File: src/rtl/align_pkg.sv
package align_pkg;

    typedef enum logic [1:0] {
        DIR_NONE = 2'b00,
        DIR_DIAG = 2'b01,
        DIR_UP   = 2'b10,
        DIR_LEFT = 2'b11
    } dir_e;

    typedef enum logic [1:0] {
        ST_IDLE,
        ST_FILL,
        ST_DRAIN,
        ST_TAIL
    } ctrl_st_e;

endpackage

File: src/rtl/align_cell.sv
module align_cell
    import align_pkg::*;
#(
    parameter int CHAR_W   = 2,
    parameter int SCORE_W  = 8,
    parameter int MATCH    = 2,
    parameter int MISMATCH = -1,
    parameter int GAP      = 1
) (
    input  logic               clk,
    input  logic               rst_n,
    input  logic               clear_i,
    input  logic               live_i,
    input  logic [CHAR_W-1:0]  q_char_i,
    input  logic [CHAR_W-1:0]  d_char_i,
    input  logic [SCORE_W-1:0] west_i,
    output logic [SCORE_W-1:0] score_o,
    output dir_e               dir_o
);

    localparam int EW = SCORE_W + 2;
    localparam logic signed [EW-1:0] ADD_MATCH = EW'(MATCH);
    localparam logic signed [EW-1:0] ADD_MISS  = EW'(MISMATCH);
    localparam logic signed [EW-1:0] GAP_S     = EW'(GAP);
    localparam logic signed [EW-1:0] ZERO_S    = '0;
    localparam logic signed [EW-1:0] SMAX_S    = EW'((2 ** (SCORE_W - 1)) - 1);

    logic [SCORE_W-1:0] score_q;
    logic [SCORE_W-1:0] nw_q;
    logic [SCORE_W-1:0] score_next;
    dir_e               dir_c;

    logic signed [EW-1:0] nw_s, n_s, w_s;
    logic signed [EW-1:0] diag_s, up_s, left_s, top_s;

    assign nw_s = signed'({2'b00, nw_q});
    assign n_s  = signed'({2'b00, score_q});
    assign w_s  = signed'({2'b00, west_i});

    always_comb begin
        diag_s = nw_s + ((q_char_i == d_char_i) ? ADD_MATCH : ADD_MISS);
        up_s   = n_s - GAP_S;
        left_s = w_s - GAP_S;
        if (diag_s >= up_s && diag_s >= left_s) begin
            top_s = diag_s;
            dir_c = DIR_DIAG;
        end else if (up_s >= left_s) begin
            top_s = up_s;
            dir_c = DIR_UP;
        end else begin
            top_s = left_s;
            dir_c = DIR_LEFT;
        end
        if (top_s <= ZERO_S) begin
            dir_c      = DIR_NONE;
            score_next = '0;
        end else if (top_s > SMAX_S) begin
            score_next = SMAX_S[SCORE_W-1:0];
        end else begin
            score_next = top_s[SCORE_W-1:0];
        end
    end

    // north-west is the west input seen one step earlier
    always_ff @(posedge clk or negedge rst_n) begin
        if (!rst_n) begin
            score_q <= '0;
            nw_q    <= '0;
        end else if (clear_i) begin
            score_q <= '0;
            nw_q    <= '0;
        end else begin
            nw_q <= west_i;
            if (live_i) begin
                score_q <= score_next;
            end
        end
    end

    assign score_o = score_q;
    assign dir_o   = live_i ? dir_c : DIR_NONE;

endmodule

File: src/rtl/align_ctrl.sv
module align_ctrl
    import align_pkg::*;
#(
    parameter int N_PE  = 4,
    parameter int LEN_W = 8
) (
    input  logic             clk,
    input  logic             rst_n,
    input  logic             start_i,
    input  logic [LEN_W-1:0] db_len_i,
    output logic             accept_o,
    output logic             feed_o,
    output logic             valid_o,
    output logic             done_o
);

    localparam int PE_CW = $clog2(N_PE + 1);
    localparam int CNT_W = ((LEN_W > PE_CW) ? LEN_W : PE_CW) + 1;
    localparam logic [CNT_W-1:0] DRAIN_LAST = CNT_W'((N_PE > 1) ? (N_PE - 2) : 0);

    ctrl_st_e         state_q, state_d;
    logic [CNT_W-1:0] cnt_q;
    logic [LEN_W-1:0] len_q;
    logic             act_q;

    assign accept_o = (state_q == ST_IDLE) && start_i && (db_len_i != '0);
    assign feed_o   = (state_q == ST_FILL);

    always_comb begin
        state_d = state_q;
        unique case (state_q)
            ST_IDLE:  if (accept_o) state_d = ST_FILL;
            ST_FILL:  if (cnt_q == CNT_W'(len_q) - 1'b1)
                          state_d = (N_PE > 1) ? ST_DRAIN : ST_TAIL;
            ST_DRAIN: if (cnt_q == DRAIN_LAST) state_d = ST_TAIL;
            ST_TAIL:  if (valid_o && !act_q) state_d = ST_IDLE;
            default:  state_d = ST_IDLE;
        endcase
    end

    // state register with its step counter and captured length
    always_ff @(posedge clk or negedge rst_n) begin
        if (!rst_n) begin
            state_q <= ST_IDLE;
            cnt_q   <= '0;
            len_q   <= '0;
        end else begin
            state_q <= state_d;
            cnt_q   <= (state_d != state_q) ? '0 : cnt_q + 1'b1;
            if (accept_o) len_q <= db_len_i;
        end
    end

    // registered outputs: compute step, output valid, done pulse
    always_ff @(posedge clk or negedge rst_n) begin
        if (!rst_n) begin
            act_q   <= 1'b0;
            valid_o <= 1'b0;
            done_o  <= 1'b0;
        end else begin
            act_q   <= (state_q == ST_FILL) || (state_q == ST_DRAIN);
            valid_o <= act_q;
            done_o  <= valid_o && !act_q;
        end
    end

endmodule

File: src/rtl/align_wavefront_array.sv
module align_wavefront_array
    import align_pkg::*;
#(
    parameter int N_PE     = 4,
    parameter int CHAR_W   = 2,
    parameter int SCORE_W  = 8,
    parameter int LEN_W    = 8,
    parameter int MATCH    = 2,
    parameter int MISMATCH = -1,
    parameter int GAP      = 1
) (
    input  logic                     clk,
    input  logic                     rst_n,
    input  logic                     start_i,
    input  logic [N_PE*CHAR_W-1:0]   query_i,
    input  logic [LEN_W-1:0]         db_len_i,
    input  logic [CHAR_W-1:0]        db_char_i,
    output logic                     trace_valid_o,
    output logic                     trace_done_o,
    output logic [2*N_PE-1:0]        trace_code_o
);

    logic                    accept;
    logic                    feed;
    logic [N_PE*CHAR_W-1:0]  query_q;
    logic [CHAR_W-1:0]       chr_q   [N_PE];
    logic                    live_q  [N_PE];
    logic [SCORE_W-1:0]      score_w [N_PE];
    logic [2*N_PE-1:0]       dir_bus;

    align_ctrl #(.N_PE(N_PE), .LEN_W(LEN_W)) u_ctrl (
        .clk      (clk),
        .rst_n    (rst_n),
        .start_i  (start_i),
        .db_len_i (db_len_i),
        .accept_o (accept),
        .feed_o   (feed),
        .valid_o  (trace_valid_o),
        .done_o   (trace_done_o)
    );

    always_ff @(posedge clk or negedge rst_n) begin
        if (!rst_n)      query_q <= '0;
        else if (accept) query_q <= query_i;
    end

    for (genvar g = 0; g < N_PE; g++) begin : g_pe
        logic [CHAR_W-1:0]  chr_src;
        logic               live_src;
        logic [SCORE_W-1:0] west;
        dir_e               dir;

        if (g == 0) begin : g_head
            assign chr_src  = db_char_i;
            assign live_src = feed;
            assign west     = '0;
        end else begin : g_body
            assign chr_src  = chr_q[g-1];
            assign live_src = live_q[g-1];
            assign west     = score_w[g-1];
        end

        always_ff @(posedge clk or negedge rst_n) begin
            if (!rst_n) begin
                chr_q[g]  <= '0;
                live_q[g] <= 1'b0;
            end else if (accept) begin
                chr_q[g]  <= '0;
                live_q[g] <= 1'b0;
            end else begin
                chr_q[g]  <= chr_src;
                live_q[g] <= live_src;
            end
        end

        align_cell #(
            .CHAR_W(CHAR_W), .SCORE_W(SCORE_W),
            .MATCH(MATCH), .MISMATCH(MISMATCH), .GAP(GAP)
        ) u_cell (
            .clk      (clk),
            .rst_n    (rst_n),
            .clear_i  (accept),
            .live_i   (live_q[g]),
            .q_char_i (query_q[g*CHAR_W +: CHAR_W]),
            .d_char_i (chr_q[g]),
            .west_i   (west),
            .score_o  (score_w[g]),
            .dir_o    (dir)
        );

        assign dir_bus[2*g +: 2] = dir;
    end

    always_ff @(posedge clk or negedge rst_n) begin
        if (!rst_n) trace_code_o <= '0;
        else        trace_code_o <= dir_bus;
    end

endmodule

File: config.mk
export PLATFORM = sky130hd
export DESIGN_NAME = align_wavefront_array
export DESIGN_NICKNAME = d
export VERILOG_FILES = /design/src/rtl/align_pkg.sv /design/src/rtl/align_cell.sv /design/src/rtl/align_ctrl.sv /design/src/rtl/align_wavefront_array.sv
export SDC_FILE = /design/constraint.sdc
export NUM_CORES = 1
export LEC_CHECK = 0
export ABC_CLOCK_PERIOD_IN_PS = 11100
export BUFFER_PORTS_ARGS = -buffer_cell sky130_fd_sc_hd__buf_2
export CAP_MARGIN = 10
export CORE_MARGIN = 8
export CORE_UTILIZATION = 65
export CTS_BUF_LIST = sky130_fd_sc_hd__clkbuf_16
export DETAILED_ROUTE_END_ITERATION = 16
export PLACE_DENSITY_LB_ADDON = 0.1
export SYNTH_ARGS = -nofsm -noshare
export SYNTH_HDL_FRONTEND = slang
export SYNTH_HIERARCHICAL = 1
export SYNTH_SLANG_ARGS = --single-unit
File: constraint.sdc
create_clock -name clk -period 11.1 [get_ports clk]
set_clock_uncertainty 0.15 [all_clocks]
set_input_delay 2.22 -clock clk [delete_from_list [all_inputs] [get_ports clk]]
set_output_delay 2.22 -clock clk [all_outputs]
set_load 0.05 [all_outputs]
==> results.txt <==
CTS sink cnt: 114
Min-Delay Endpoint: u_ctrl/valid_o
chip height: 149.2 um
H-tree Lvls: 4
Setup Buffers After CTS: 0
setup ws final: 5.985 ns
Placed Cells incl. Taps: 1,568
# IOs: 31
first-pass GRT wire length: 46,550 um
Worst Setup End Kind: register
CP top delay family: compound AO/OA/AOI/OAI gates
pin count of the biggest net entering global routing: 80
setup TNS after final layout: 0 ns
post-synthesis mux area share: 3.636%
Top FF cell, synth: dfrtp_1
CP max FO: 9
FP Rows: 48
post-synth top area cell: dfrtp_1
DR DRC count: 0
Area Growth Syn to Fin: 8.727%
Final period util: 46.08%
Post-Syn Area: 11,530 sq um
CP required: 11.22 ns
HP Class: register to register
WL per Instance: 17.60 um
ANT nets after route: 0
TritonCTS clock tree: built
NumNets Final: 1,551
number of flops mapped to enable cells by yosys: 0
share of the synthesized area in the top cell type: 24.75%
Critical Path Max Stage Delay: 0.64 ns
Port Buffers: 30
GP Congestion: 0.9300
Reg2Reg Setup Slack: 5.98 ns
outcome: complete, no violations
gate count after technology mapping: 1,299
layout cells sized above 1: 11.78%
Worst slew margin: 36.75%
core area: 17,300 sq um
sequential element share of the synthesized area: 24.75%
Finished Layout Cells: 1,600
initial antenna violation count: 0
Max Slew Vio Count: 0
Compound-Gate Fraction of Synth Area: 19.79%
Clock Path Buffers: 2
die extent in x: 149.2 um
Post-Synth Simple-Gate Area: 21.06%
post-synth cell types: 90
Max Fclk: 195.5 MHz
min Tclk post-route: 5.115 ns
clock-pin slew on the worst setup and hold paths: 0.06 ns
initial core utilization: 66.64%
Place WS: 5.973 ns
vias in the first global route: 9,503
# diodes: 0
WL final: 28,160 um
worst r2r dst: g_pe[2].u_cell/score_o[3]
Clock Tree Root: clkbuf_16
WHS Path Cells: 0
Worst Hold Launch: u_ctrl/act_q
via count: 9,981
crit path cell chain: xor2_1 -> nor2_1 -> inv_1 -> ha_1 -> and2_1 -> o21ai_0 -> a311oi_1 -> o21ai_0 -> nand2_1 -> ha_1 -> nor3_1 -> nand2_1 -> o31ai_1 -> nor2_1 -> o221ai_2 -> o31ai_1
1st-iter DRT viols: 861
FF-to-FF Start: g_pe[3].chr_src[1]
Ys Warns: 6
worst slew pin tran: 0.9488 ns
Synth Register Bits: 114
Final Core Density: 72.46%
MaxCap Viol Count: 0
hpwl dp: 21,550 um
worst r2r path cells: 16
Die ar.: 22,250 sq um
Overflow after GRT: 0
Async SR Flop Fraction: 100.0%
Final Setup Violations: 0
Slowest-stage cell, CP: o31ai_1
CP Class: register to register
critical path data arrival time: 5.24 ns
most frequent cells in the layout: 168 x ha_1, 124 x inv_1, 114 x dfrtp_1, 101 x nor2_1, 73 x a21oi_1
DRT Pass-1 Iters: 6
vias per cell: 6.238
synth top area cells: dfrtp_1 25%, ha_1 18%, inv_1 4.0%
most common cell after layout, fill and taps aside: ha_1
Resize count post-CTS: 0
gr usage total: 25.64%
Skew-Pair Late Insertion Delay: 0.42 ns
Synth Area in XOR/XNOR: 6.578%
Hold Fails Final Rpt: 0
synthesized-area fraction occupied by adder cells: 18.24%
largest family of logic cells by synthesized area: simple AND/OR/NAND/NOR gates
Avg Inst Size Synth: 8.874 sq um
Buf/Inv on CP: 1
CTS Hold Bufs: 0
TritonCTS buffer count: 17
CP Launch Type: register
RSZ-0062 raised after global routing: false
-- state kept, by name, indices dropped and copies added, names as in the netlist --
name and cells:
query_q 8, chr_q 2, g_pe.u_cell/score_o 32, u_ctrl/act_q 1, g_pe.chr_src 6, u_ctrl/state_q 2
g_pe.u_cell/nw_q 32, live_q 1, u_ctrl/len_q 8, u_ctrl/cnt_q 9, trace_code_o 8, g_pe.live_src 3
u_ctrl/done_o 1, u_ctrl/valid_o 1
-- cells by family after synthesis --
logic type	after synthesis
AO/OA/AOI/OAI	304
XOR/XNOR	84
adder cells (fa/ha/maj)	168
buffers and inverters	154
flip-flops	114
multiplexers	36
other	1
AND/OR/NAND/NOR	438
-- layer usage --
| metal | wire (um) | share of wire [%] | GRT usage [%] | vias to the layer above |
|---|---|---|---|---|
| met4 | 538 | 1.9 | 8.582 | 0 |
| met3 | 1862 | 6.6 | 5.279 | 49 |
| met1 | 12960 | 46 | 34.89 | 4703 |
| li1 | - | - | - | 4895 |
| met5 | 0 | 0 | 0 | - |
| met2 | 12800 | 45 | 39.82 | 334 |
-- synthesized netlist by cell type (5+ instances only) --
library cell  instances
dfrtp_1             114
a31oi_1              15
nor3b_1               7
buf_6                 6
a221oi_1              5
and2_1               12
nor2_1              101
mux2_2               15
mux2i_1              13
a211oi_1             10
inv_1               123
a221oi_2              7
a21oi_1              74
xor2_1               47
or4_1                 7
o21ai_1               9
o32ai_1              22
o31ai_1              29
or2_2                 6
a21o_1               11
o2111ai_1             6
a22oi_1               7
nor4_1               16
and4_1                7
a311oi_1              7
or4_4                10
nand4_1              13
ha_1                168
nor3_2               10
mux2_4                8
nand4b_1              8
o21ai_0              33
o22ai_1               6
nor3_1               32
nand3_1              30
nand2b_1             30
nand2_1              72
clkbuf_1             10
a41oi_1               8
nand3b_1              5
nor2b_1              47
xnor2_1              34
o21bai_1              5
-- through the flow --
| step | hold slack [ns] | area [sq um] |
|---|---|---|
| after global routing | 0.2272 | 12530 |
| after floorplan | 0.1956 | 11670 |
| final | 0.2172 | 12530 |
| after detailed placement | 0.2080 | 11950 |
| after CTS | 0.2151 | 12530 |
| after global placement | 0.2142 | 11950 |
-- worst register-to-register path: cells and delay by family, from the launching register on --
kind / cells / cell delay (ns)
fa+ha+maj: 2 / 0.67
xor+xnor: 1 / 0.17
compound gates: 6 / 2.11
flops: 1 / 0.39
buf+inv: 1 / 0.23
simple gates: 6 / 1.25
-- worst max-delay path by stage --
stage / start / end / slack (ns) / cells past startpoint
3_3_place_gp: db_len_i[7] / g_pe[1].u_cell/score_o[1] / 6.01 / 8
4_1_cts: g_pe[3].chr_src[1] / g_pe[2].u_cell/score_o[3] / 6.08 / 16
2_1_floorplan: g_pe[1].chr_src[1] / g_pe[0].u_cell/score_o[0] / 6.85 / 18
6_report: g_pe[3].chr_src[1] / g_pe[2].u_cell/score_o[3] / 5.98 / 16
3_5_place_dp: db_len_i[7] / g_pe[1].u_cell/score_o[1] / 5.97 / 8
5_1_grt: g_pe[3].chr_src[1] / g_pe[2].u_cell/score_o[3] / 5.66 / 16
-- layout make-up --
cell class | count | area (sq um)
clock buffers | 17 | 425.4
flip-flops and latches | 114 | 2853
fillers | 1373 | 4763
multi-input cells | 1068 | 8148
repair buffers | 36 | 197.7
inverters | 125 | 469.2
clock inverters | 15 | 158.9
well taps | 225 | 281.5
Power is left out: the tool's default activity adds up to more than one toggle a clock period on the data nets, which glitch-free logic cannot reach.
